<file path="src/rtl/snoop_dir_pkg.sv">
package snoop_dir_pkg;
  typedef enum logic [1:0] {
    OP_FILL  = 2'b00,
    OP_EVICT = 2'b01,
    OP_RFO   = 2'b10,
    OP_NOP   = 2'b11
  } dir_op_e;

  typedef enum logic [1:0] {
    ST_IDLE = 2'b00,
    ST_INV  = 2'b01,
    ST_DONE = 2'b10
  } dir_state_e;
endpackage

</file>
<file path="src/rtl/snoop_dir_tags.sv">
module snoop_dir_tags #(
  parameter int CORES = 4,
  parameter int WAYS  = 4,
  parameter int SETS  = 8,
  parameter int TAG_W = 9,
  localparam int SET_W = $clog2(SETS),
  localparam int WAY_W = $clog2(WAYS)
) (
  input  logic                             clk,
  input  logic                             rst_n,
  input  logic [SET_W-1:0]                 rd_set,
  output logic [WAYS-1:0]                  rd_valid,
  output logic [WAYS-1:0][TAG_W-1:0]       rd_tag,
  output logic [WAYS-1:0][CORES-1:0]       rd_pres,
  input  logic                             wr_en,
  input  logic [SET_W-1:0]                 wr_set,
  input  logic [WAY_W-1:0]                 wr_way,
  input  logic                             wr_valid,
  input  logic [TAG_W-1:0]                 wr_tag,
  input  logic [CORES-1:0]                 wr_pres
);
  logic [WAYS-1:0]             valid_q [SETS];
  logic [WAYS-1:0][TAG_W-1:0]  tag_q   [SETS];
  logic [WAYS-1:0][CORES-1:0]  pres_q  [SETS];

  always_ff @(posedge clk) begin
    if (!rst_n) begin
      for (int s = 0; s < SETS; s++) begin
        valid_q[s] <= '0;
        pres_q[s]  <= '0;
      end
    end else if (wr_en) begin
      valid_q[wr_set][wr_way] <= wr_valid;
      pres_q[wr_set][wr_way]  <= wr_pres;
    end
  end

  always_ff @(posedge clk) begin
    if (wr_en) tag_q[wr_set][wr_way] <= wr_tag;
  end

  assign rd_valid = valid_q[rd_set];
  assign rd_tag   = tag_q[rd_set];
  assign rd_pres  = pres_q[rd_set];

  // a live entry always has at least one holder
  p_live_has_holder_r3: assert property (@(posedge clk) disable iff (!rst_n)
    (wr_en && wr_valid) |-> (wr_pres != '0));

  for (genvar w = 0; w < WAYS; w++) begin : g_free_chk
    // a freed way carries no presence bits
    p_freed_is_empty_r3: assert property (@(posedge clk) disable iff (!rst_n)
      !rd_valid[w] |-> (rd_pres[w] == '0));
  end
endmodule

</file>
<file path="src/rtl/snoop_dir_lru.sv">
module snoop_dir_lru #(
  parameter int WAYS = 4,
  parameter int SETS = 8,
  localparam int SET_W = $clog2(SETS),
  localparam int WAY_W = $clog2(WAYS)
) (
  input  logic              clk,
  input  logic              rst_n,
  input  logic [SET_W-1:0]  rd_set,
  output logic [WAY_W-1:0]  victim,
  input  logic              touch_en,
  input  logic [SET_W-1:0]  touch_set,
  input  logic [WAY_W-1:0]  touch_way
);
  logic [WAYS-1:0][WAY_W-1:0] age_q [SETS];
  logic [WAYS-1:0]            oldest;

  always_ff @(posedge clk) begin
    if (!rst_n) begin
      for (int s = 0; s < SETS; s++)
        for (int w = 0; w < WAYS; w++)
          age_q[s][w] <= WAY_W'(w);
    end else if (touch_en) begin
      for (int w = 0; w < WAYS; w++) begin
        if (WAY_W'(w) == touch_way)
          age_q[touch_set][w] <= '0;
        else if (age_q[touch_set][w] < age_q[touch_set][touch_way])
          age_q[touch_set][w] <= age_q[touch_set][w] + 1'b1;
      end
    end
  end

  always_comb begin
    victim = '0;
    for (int w = 0; w < WAYS; w++) begin
      oldest[w] = (age_q[rd_set][w] == WAY_W'(WAYS - 1));
      if (oldest[w]) victim = WAY_W'(w);
    end
  end

  // ages stay a permutation, so one way is oldest
  p_one_oldest_r8: assert property (@(posedge clk) disable iff (!rst_n)
    $onehot(oldest));
endmodule

</file>
<file path="src/rtl/snoop_dir_ctrl.sv">
module snoop_dir_ctrl
  import snoop_dir_pkg::*;
#(
  parameter int CORES  = 4,
  parameter int WAYS   = 4,
  parameter int SETS   = 8,
  parameter int ADDR_W = 12,
  localparam int SET_W = $clog2(SETS),
  localparam int TAG_W = ADDR_W - SET_W,
  localparam int WAY_W = $clog2(WAYS),
  localparam int CID_W = $clog2(CORES)
) (
  input  logic                        clk,
  input  logic                        rst_n,
  input  logic                        req_valid,
  output logic                        req_ready,
  input  logic [CID_W-1:0]            req_core,
  input  logic [1:0]                  req_op,
  input  logic [ADDR_W-1:0]           req_addr,
  output logic                        inv_valid,
  output logic [CORES-1:0]            inv_vec,
  output logic [ADDR_W-1:0]           inv_addr,
  input  logic [CORES-1:0]            inv_ack,
  output logic                        rsp_valid,
  output logic [CID_W-1:0]            rsp_core,
  output logic [SET_W-1:0]            rd_set,
  input  logic [WAYS-1:0]             rd_valid,
  input  logic [WAYS-1:0][TAG_W-1:0]  rd_tag,
  input  logic [WAYS-1:0][CORES-1:0]  rd_pres,
  input  logic [WAY_W-1:0]            lru_victim,
  output logic                        wr_en,
  output logic [SET_W-1:0]            wr_set,
  output logic [WAY_W-1:0]            wr_way,
  output logic                        wr_valid,
  output logic [TAG_W-1:0]            wr_tag,
  output logic [CORES-1:0]            wr_pres,
  output logic                        touch_en,
  output logic [SET_W-1:0]            touch_set,
  output logic [WAY_W-1:0]            touch_way
);
  dir_state_e          state_q;
  logic [SET_W-1:0]    req_set;
  logic [TAG_W-1:0]    req_tag;
  logic [CORES-1:0]    req_bit;
  logic [WAYS-1:0]     hit_vec;
  logic                hit, has_free;
  logic [WAY_W-1:0]    hit_way, free_way, alloc_way;
  logic [CORES-1:0]    inv_vec_d;
  logic [ADDR_W-1:0]   inv_addr_d;
  logic                need_inv;
  logic                allocating;

  dir_op_e             l_op;
  logic [CID_W-1:0]    l_core;
  logic [SET_W-1:0]    l_set;
  logic [TAG_W-1:0]    l_tag;
  logic [WAY_W-1:0]    l_way;
  logic                l_hit;
  logic [CORES-1:0]    l_pres, l_bit;
  logic [CORES-1:0]    vec_q, pend_q, pend_nx;
  logic [ADDR_W-1:0]   iaddr_q;

  assign req_set = req_addr[SET_W-1:0];
  assign req_tag = req_addr[ADDR_W-1:SET_W];
  assign req_bit = CORES'(1) << req_core;
  assign rd_set  = req_set;

  // Lookup of the addressed set
  always_comb begin
    hit_way  = '0;
    free_way = '0;
    has_free = 1'b0;
    for (int w = 0; w < WAYS; w++) begin
      hit_vec[w] = rd_valid[w] && (rd_tag[w] == req_tag);
      if (hit_vec[w]) hit_way = WAY_W'(w);
    end
    for (int w = WAYS - 1; w >= 0; w--) begin
      if (!rd_valid[w]) begin
        free_way = WAY_W'(w);
        has_free = 1'b1;
      end
    end
    hit       = |hit_vec;
    alloc_way = has_free ? free_way : lru_victim;
  end

  // Which invalidation round, if any, the request needs
  always_comb begin
    inv_vec_d  = '0;
    inv_addr_d = req_addr;
    allocating = (req_op == OP_FILL) || (req_op == OP_RFO);
    if (req_op == OP_RFO && hit) begin
      inv_vec_d = rd_pres[hit_way] & ~req_bit;
    end else if (allocating && !hit && !has_free) begin
      inv_vec_d  = rd_pres[lru_victim];
      inv_addr_d = {rd_tag[lru_victim], req_set};
    end
    need_inv = |inv_vec_d;
  end

  assign pend_nx = pend_q & ~inv_ack;

  always_ff @(posedge clk) begin
    if (!rst_n) begin
      state_q <= ST_IDLE;
      l_op    <= OP_NOP;
      l_core  <= '0;
      l_set   <= '0;
      l_tag   <= '0;
      l_way   <= '0;
      l_hit   <= 1'b0;
      l_pres  <= '0;
      vec_q   <= '0;
      pend_q  <= '0;
      iaddr_q <= '0;
    end else begin
      unique case (state_q)
        ST_IDLE: begin
          if (req_valid) begin
            l_op    <= dir_op_e'(req_op);
            l_core  <= req_core;
            l_set   <= req_set;
            l_tag   <= req_tag;
            l_hit   <= hit;
            l_way   <= hit ? hit_way : alloc_way;
            l_pres  <= hit ? rd_pres[hit_way] : '0;
            vec_q   <= inv_vec_d;
            pend_q  <= inv_vec_d;
            iaddr_q <= inv_addr_d;
            state_q <= need_inv ? ST_INV : ST_DONE;
          end
        end
        ST_INV: begin
          pend_q <= pend_nx;
          if (pend_nx == '0) state_q <= ST_DONE;
        end
        ST_DONE: state_q <= ST_IDLE;
        default: state_q <= ST_IDLE;
      endcase
    end
  end

  // Directory update in the completion cycle
  assign l_bit = CORES'(1) << l_core;

  always_comb begin
    wr_en     = 1'b0;
    wr_valid  = 1'b0;
    wr_pres   = '0;
    touch_en  = 1'b0;
    wr_set    = l_set;
    wr_way    = l_way;
    wr_tag    = l_tag;
    touch_set = l_set;
    touch_way = l_way;
    if (state_q == ST_DONE) begin
      case (l_op)
        OP_FILL: begin
          wr_en    = 1'b1;
          wr_valid = 1'b1;
          wr_pres  = (l_hit ? l_pres : '0) | l_bit;
          touch_en = 1'b1;
        end
        OP_RFO: begin
          wr_en    = 1'b1;
          wr_valid = 1'b1;
          wr_pres  = l_bit;
          touch_en = 1'b1;
        end
        OP_EVICT: begin
          if (l_hit) begin
            wr_en    = 1'b1;
            wr_pres  = l_pres & ~l_bit;
            wr_valid = |(l_pres & ~l_bit);
          end
        end
        default: ;
      endcase
    end
  end

  assign req_ready = (state_q == ST_IDLE);
  assign inv_valid = (state_q == ST_INV);
  assign inv_vec   = vec_q;
  assign inv_addr  = iaddr_q;
  assign rsp_valid = (state_q == ST_DONE);
  assign rsp_core  = l_core;

  // a tag is present at most once in a set
  p_single_hit_r2: assert property (@(posedge clk) disable iff (!rst_n)
    $onehot0(hit_vec));

  // the response lasts one cycle
  p_rsp_pulse_r1: assert property (@(posedge clk) disable iff (!rst_n)
    rsp_valid |=> !rsp_valid);

  // no new request is taken during an invalidation round
  p_stall_in_inv_r9: assert property (@(posedge clk) disable iff (!rst_n)
    inv_valid |-> !req_ready);

  // the round persists while any target has not acknowledged
  p_wait_all_acks_r6: assert property (@(posedge clk) disable iff (!rst_n)
    (inv_valid && ((pend_q & ~inv_ack) != '0)) |=> inv_valid);

  // vector and line stay put during a round
  p_inv_stable_r6: assert property (@(posedge clk) disable iff (!rst_n)
    inv_valid |=> (!inv_valid || ($stable(inv_vec) && $stable(inv_addr))));

  // an ownership hit never targets its own requester
  p_rfo_skips_self_r4: assert property (@(posedge clk) disable iff (!rst_n)
    (inv_valid && l_op == OP_RFO && l_hit) |-> !inv_vec[l_core]);

  // an invalidation round always has a target
  p_round_has_target_r7: assert property (@(posedge clk) disable iff (!rst_n)
    inv_valid |-> (inv_vec != '0));
endmodule

</file>
<file path="src/rtl/snoop_dir.sv">
module snoop_dir
  import snoop_dir_pkg::*;
#(
  parameter int CORES  = 4,
  parameter int WAYS   = 4,
  parameter int SETS   = 8,
  parameter int ADDR_W = 12,
  localparam int SET_W = $clog2(SETS),
  localparam int TAG_W = ADDR_W - SET_W,
  localparam int WAY_W = $clog2(WAYS),
  localparam int CID_W = $clog2(CORES)
) (
  input  logic               clk,
  input  logic               rst_n,
  input  logic               req_valid,
  output logic               req_ready,
  input  logic [CID_W-1:0]   req_core,
  input  logic [1:0]         req_op,
  input  logic [ADDR_W-1:0]  req_addr,
  output logic               inv_valid,
  output logic [CORES-1:0]   inv_vec,
  output logic [ADDR_W-1:0]  inv_addr,
  input  logic [CORES-1:0]   inv_ack,
  output logic               rsp_valid,
  output logic [CID_W-1:0]   rsp_core
);
  logic [SET_W-1:0]            rd_set;
  logic [WAYS-1:0]             rd_valid;
  logic [WAYS-1:0][TAG_W-1:0]  rd_tag;
  logic [WAYS-1:0][CORES-1:0]  rd_pres;
  logic [WAY_W-1:0]            lru_victim;
  logic                        wr_en, wr_valid;
  logic [SET_W-1:0]            wr_set;
  logic [WAY_W-1:0]            wr_way;
  logic [TAG_W-1:0]            wr_tag;
  logic [CORES-1:0]            wr_pres;
  logic                        touch_en;
  logic [SET_W-1:0]            touch_set;
  logic [WAY_W-1:0]            touch_way;

  snoop_dir_ctrl #(.CORES(CORES), .WAYS(WAYS), .SETS(SETS), .ADDR_W(ADDR_W)) u_ctrl (
    .clk, .rst_n,
    .req_valid, .req_ready, .req_core, .req_op, .req_addr,
    .inv_valid, .inv_vec, .inv_addr, .inv_ack,
    .rsp_valid, .rsp_core,
    .rd_set, .rd_valid, .rd_tag, .rd_pres, .lru_victim,
    .wr_en, .wr_set, .wr_way, .wr_valid, .wr_tag, .wr_pres,
    .touch_en, .touch_set, .touch_way
  );

  snoop_dir_tags #(.CORES(CORES), .WAYS(WAYS), .SETS(SETS), .TAG_W(TAG_W)) u_tags (
    .clk, .rst_n,
    .rd_set, .rd_valid, .rd_tag, .rd_pres,
    .wr_en, .wr_set, .wr_way, .wr_valid, .wr_tag, .wr_pres
  );

  snoop_dir_lru #(.WAYS(WAYS), .SETS(SETS)) u_lru (
    .clk, .rst_n,
    .rd_set, .victim(lru_victim),
    .touch_en, .touch_set, .touch_way
  );
endmodule

</file>
<file path="config.mk">
export PLATFORM = sky130hd
export DESIGN_NAME = snoop_dir
export DESIGN_NICKNAME = d
export VERILOG_FILES = /design/src/rtl/snoop_dir_pkg.sv /design/src/rtl/snoop_dir_tags.sv /design/src/rtl/snoop_dir_lru.sv /design/src/rtl/snoop_dir_ctrl.sv /design/src/rtl/snoop_dir.sv
export SDC_FILE = /design/constraint.sdc
export NUM_CORES = 1
export LEC_CHECK = 0
export ABC_AREA = 1
export BUFFER_PORTS_ARGS = -buffer_cell sky130_fd_sc_hd__clkbuf_2
export CAP_MARGIN = 20
export CORE_MARGIN = 5
export CORE_UTILIZATION = 55
export CTS_BUF_LIST = sky130_fd_sc_hd__clkbuf_4 sky130_fd_sc_hd__clkbuf_8
export DETAILED_ROUTE_END_ITERATION = 16
export HOLD_SLACK_MARGIN = 0.05
export PLACE_DENSITY = 0.71
export SKIP_LAST_GASP = 1
export SLEW_MARGIN = 30
export SYNTH_ARGS = -nofsm -noshare
export SYNTH_HDL_FRONTEND = slang
export SYNTH_SLANG_ARGS = --single-unit
</file>
<file path="constraint.sdc">
create_clock -name clk -period 4.3 [get_ports clk]
set_input_delay 0.43 -clock clk [delete_from_list [all_inputs] [get_ports clk]]
set_output_delay 0.43 -clock clk [all_outputs]
set_load 0.01 [all_outputs]
</file>
* Word level (Yosys, flattened, before mapping) *
Memory sizes are Yosys's and may differ from the RTL's. A register that Yosys moved wholly into a read port is not among the register bits.
Cells that the tools add are included.

storage, ports and cells
  memory bits (writable) = 512
  word-level logic and storage cells = 194
  bits in registers = 45
  bits of input ports = 23
  memories kept = 4

memory list
  memory          depth  width  read ports  clocked after Yosys merged registers in  write ports  line                  source
  u_tags.tag_q    8      36     1           0                                        1            snoop_dir_tags.sv:23  logic [WAYS-1:0][TAG_W-1:0] tag_q [SETS];
  u_tags.pres_q   8      16     1           0                                        8            snoop_dir_tags.sv:24  logic [WAYS-1:0][CORES-1:0] pres_q [SETS];
  u_lru.age_q     8      8      2           1                                        8            snoop_dir_lru.sv:15   logic [WAYS-1:0][WAY_W-1:0] age_q [SETS];
  u_tags.valid_q  8      4      1           0                                        8            snoop_dir_tags.sv:22  logic [WAYS-1:0] valid_q [SETS];

operators by class
  equal/unequal tests = 17
  magnitude comparators = 8
  bitwise operators = 11
  add/sub/neg operators = 4
  reductions and logical operators = 27
  multiplexer cells = 110
  shift-type cells = 2

operator list
  kind                                                                   number
  4-bit two-way mux                                                      14
  1-bit two-way mux                                                      52
  16-bit two-way mux                                                     3
  9-bit == test                                                          4
  2-bit two-way mux                                                      18
  36-bit two-way mux                                                     1
  12-bit two-way mux                                                     2
  9-bit binary-select mux with 2-bit select                              1
  9-bit demux with 2-bit select                                          1
  9-bit two-way mux                                                      2
  4-bit binary-select mux with 2-bit select                              2
  16-bit OR reduction                                                    1
  4-bit OR reduction                                                     4
  3-bit two-way mux                                                      5
  4-bit AND                                                              3
  2-bit == test (second input constant)                                  6
  4-bit inverter                                                         3
  4-bit one-hot mux with 3 select lines                                  1
  2-bit by 3-bit < comparator with 1-bit output (second input constant)  3
  2-bit by 1-bit adder with 2-bit output (second input constant)         4
  4-bit demux with 2-bit select                                          1
  1-bit logical AND                                                      8
  2-bit zero test                                                        4
  2-bit < comparator                                                     4
  other kinds (22)                                                       32

* Depth between registers and ports, before layout *
An unclocked memory read counts as a cell.

  depth after elaboration = 14
  gate-level depth with buffers = 25
  gate-level depth less buffers = 23

* Cells and area by module *
From an unflattened synthesis, not the netlist that was laid out.

second synthesis, totals
  cells, all modules = 3295
  area, all modules = 27727.8 um^2

modules (own cells, without submodules)
  module          times used  sequential area each (um^2)  cells each  area an instance (um^2)
  snoop_dir_tags  1           13452.9                      2247        20539.7
  snoop_dir_lru   1           1921.8                       488         3856.2
  snoop_dir_ctrl  1           840.8                        560         3331.9

* Worst setup path before layout *
No wires, ideal clock.

  path kind = reg-to-reg
  start = register with a tool-made name
  end = memory u_lru.age_q[0][4] (netlist bit) (enable)
  path slack = 1.140 ns
  path buffers = 2
  data required time = 3.973 ns
  stages on the path, launching flop included = 16
  arrival = 2.833 ns
  period minus slack after synthesis = 3.160 ns
  cells stage by stage = dfxtp_1 inv_2 clkbuf_1 clkbuf_1 nor2_1 o22ai_1 nand2_1 o21ai_0 inv_1 o22ai_1 a221oi_1 ha_1 a21boi_0 nor4_1 nor2_1 o21ai_0

RTL lines
  item       line
  to (decl)  snoop_dir_lru.sv:15

==> summary.md <==
| Metric | Value |
|---|---|
| Status | `finished clean` |
| Worst Reg-to-Reg Cells | `13` |
| Rows | `80` |
| Required time of the worst setup path | `4.64 ns` |
| Slew Limit Headroom | `0.347` |
| Routability Congestion | `0.994` |
| Core area | `0.0474 mm²` |
| Worst Hold Class | `input pin to register` |
| Delay-heaviest family, CP | `compound AO/OA/AOI/OAI gates` |
| Synth Warn # | `0` |
| Fin nets | `2930` |
| Iteration-0 DRC Markers | `2983` |
| Die width | `228 µm` |
| Synth Area per Inst | `9.22 µm²` |
| Hold Crit Start | `req_core[0]` |
| Clock sink count | `557` |
| Min Hold Slack | `0.112 ns` |
| Startpoint types | `register` |
| Sw frac | `0.252` |
| Capture point of the worst reg-to-reg path | `u_lru.age_q[5][4]` |
| Die Ht | `228 µm` |
| Pwr Density | `413 mW/mm²` |
| Multi-input gate area | `0.00819 mm²` |
| GR Layer Usage met3 | `0.0719` |
| Setup CP Type | `register to register` |
| Sw power | `3.02 mW` |
| Fillers | `3995` |
| ANT nets after route | `0` |
| Initial antenna violation count | `3` |
| Fin Setup TNS | `0 ns` |
| Wire per inst | `21.3 µm` |
| R2R Setup Slk | `0.48 ns` |
| PortBufs | `43` |
| Total congestion overflow | `0` |
| Number of vias per cell | `5.87` |
| Post-DP HPWL | `48900 µm` |
| DR DRC count | `0` |
| Slowest stage delay, CP | `0.51 ns` |
| Worst vdd ir | `324 µV` |
| Die Area | `0.0521 mm²` |
| Final period util | `0.888` |
| Seq cells post-synth | `557` |
| Minimum clock period | `3.82 ns` |
| Worst-path clk slew | `0.06 ns` |
| Gate Count Post-Synth | `2845` |
| Gr busiest metal | `met2` |
| Clock buffer count from CTS | `90` |
| CP endpoint kind | `register` |
| Skew-Pair Late Insertion Delay | `0.71 ns` |
| Max cap viols | `0` |
| P&R area growth vs syn | `10.7%` |
| Total power | `12.0 mW` |
| Final core utilization | `0.612` |
| Max Fclk | `262 MHz` |
| CP cell instances | `inv_2 -> o21ai_0 -> o22ai_1 -> nand2_1 -> o21ai_0 -> inv_1 -> o22ai_1 -> a221oi_1 -> ha_1 -> a21boi_0 -> nor4_1 -> nor2_1 -> o21ai_0` |
| Final WL | `76400 µm` |
| Slowest CP cell | `a221oi_1` |
| Global-route wire length before repair | `116000 µm` |
| Reg power frac | `0.508` |
| Sequential area share after synthesis | `0.621` |
| Crit-path most repeated cell | `o21ai_0` |
| Via count | `21100` |
| Maximum fanout along the worst path | `32` |
| Pins Over Slew Limit | `0` |
| Clock group share of total power | `0.398` |
| Sequential Area | `0.0163 mm²` |
| H-Tree Depth | `3` |
| CTS tree | `yes` |
| RSZ-0062 raised after global routing | `no` |
| Comb power frac | `0.094` |
| Vias in the first global route | `20000` |
| Internal | `8.96 mW` |
| GRT Util Overall | `0.286` |
| Clock Tree Buf Depth | `3` |
| Skew final | `0.0467 ns` |
| DR pass1 iterations | `6` |
| Worst Tran Pin Value | `0.978 ns` |
| Clk root buf | `clkbuf_8` |
| Critical path buffer and inverter count | `2` |
| Syn Nets | `2872` |
| Final Hold Viols | `0` |
| GRT met2 Usage | `0.443` |
| GR Layer Usage met1 | `0.388` |
| Hold Path Stages | `3` |
| Critical path arrival | `4.16 ns` |
| Starting Density | `0.553` |
| Postcts setup bufs | `0` |
| Cell area after synthesis | `0.0262 mm²` |
| Final setup vio count | `0` |
| Layout cell share with drive strength beyond 1 | `0.0978` |
| WHS Endpoint | `u_ctrl.rsp_core[0]` |
| Cell variety after synth | `44` |
| Leakage | `11.4 nW` |
| Top Ports | `44` |
| Largest net degree at the start of global routing | `118` |
kinds of logic after synthesis:
logic type	after synthesis	share of synthesized area
buf+inv	411	0.0679
fa+ha+maj	4	0.00191
compound gates	362	0.0762
xor+xnor	1	0.000334
mux	1	0.000382
flops	557	0.621
simple gates	1509	0.233
cell usage in the layout, fill, tap and decap left out, types with 5 or more instances in the layout:
cell type / n
nand2_1: 734
edfxtp_1: 512
nor2_1: 462
nand3_1: 280
inv_1: 243
o21ai_0: 185
clkbuf_8: 94
a21oi_1: 72
buf_4: 64
dfxtp_1: 45
clkbuf_2: 40
clkbuf_4: 37
o22ai_1: 36
clkinv_1: 24
o21ai_1: 24
o211ai_1: 11
buf_12: 11
nor3_1: 10
o221ai_1: 9
inv_2: 6
nand2_2: 6
nor2_2: 5
a22oi_1: 5
clkinv_2: 5
bufinv_16: 5
worst max-delay path by stage:
stage	cells past startpoint	slack (ns)	endpoint	from
2_1_floorplan	15	1.14	u_lru.age_q[0][4]	register
3_3_place_gp	21	0.67	u_ctrl.state_q[0]	req_addr[0]
3_5_place_dp	14	0.47	u_lru.age_q[7][6]	register
4_1_cts	14	0.48	u_lru.age_q[7][6]	register
5_1_grt	13	0.09	u_lru.age_q[2][5]	register
6_report	13	0.48	u_lru.age_q[5][4]	register
worst reg2reg max path: stages (launching register included):
cell and delay, ns:
dfxtp_1 0.46, inv_2 0.27, o21ai_0 0.23, o22ai_1 0.09, nand2_1 0.06, o21ai_0 0.15, inv_1 0.12, o22ai_1 0.08
a221oi_1 0.51, ha_1 0.34, a21boi_0 0.12, nor4_1 0.42, nor2_1 0.28, o21ai_0 0.36
area by class of cell:
cell class              count  area share
diodes                      3    0.000259
well taps                 615      0.0265
clock inverters            34      0.0100
repair buffers            120      0.0326
multi-input cells        1877       0.282
inverters                 257      0.0335
flip-flops and latches    557       0.561
clock buffers             131      0.0541
sequential cells by signal, indices dropped and copies added, names as in the netlist, named ones only:
name	cells
u_tags.tag_q	288
u_tags.pres_q	128
u_lru.age_q	64
u_tags.valid_q	32
u_ctrl.inv_addr	12
u_ctrl.wr_tag	9
u_ctrl.inv_vec	4
u_ctrl.l_pres	4
u_ctrl.pend_q	4
u_ctrl.l_op	2
u_ctrl.rsp_core	2
u_ctrl.state_q	2
u_ctrl.touch_way	2
u_ctrl.l_hit	1
cells in the mapped netlist, drive strengths merged:
cell    count  area, µm²
inv       251        945
o22ai      36        225
o21ai     210       1050
and2        1       6.26
nand3     282       1420
clkinv      6       22.5
o221ai      9       78.8
nand2     742       2810
nor4        4       31.3
o211ai     11       82.6
a32oi       2       17.5
dfxtp      45        901
a21boi      4       30.0
nor2      468       1770
a221oi      2       17.5
a21oi      72        360
o311ai      1       8.76
o21bai      1       7.51
buf        89        569
o41ai       1       8.76
clkbuf     65        244
nor3       10       50.1
a31oi       2       12.5
a22oi       5       37.5
ha          4       50.1
a211oi      2       15.0
xor2        1       8.76
mux2i       1       10.0
edfxtp    512      15400
a32o        4       40.0
nand4       2       12.5
through the flow:
step,area [µm²],cells,worst slack (ns)
3_3_place_gp,27100,3423,0.668
2_1_floorplan,26200,2845,1.14
5_1_grt,29000,3594,0.0885
6_report,29000,3594,0.481
3_5_place_dp,27100,3423,0.469
4_1_cts,29000,3591,0.480
power by group through the flow:
stage | logic (mW) | registers (mW) | clock network [mW]
after floorplan | 0.681 | 6.20 | 0
after global placement | 1.07 | 6.20 | 0
after detailed placement | 1.09 | 6.20 | 0
after CTS | 1.10 | 6.09 | 4.82
after global routing | 1.22 | 6.09 | 5.09
final | 1.13 | 6.09 | 4.77
routing by layer:
metal | vias to the layer above | part of all wire
li1 | 9641 | -
met1 | 10000 | 0.40
met2 | 1227 | 0.45
met3 | 205 | 0.11
met4 | 0 | 0.043
met5 | - | 0
what timing repair did:
action / 4_1_cts / 5_1_grt
endpoints found under the hold margin: 3 / 0
hold buffers: 3 / 0
setup endpoints to repair: 0 / 6
gates resized for setup: 0 / 1
No activity file was read; power rests on OpenSTA's default activity.
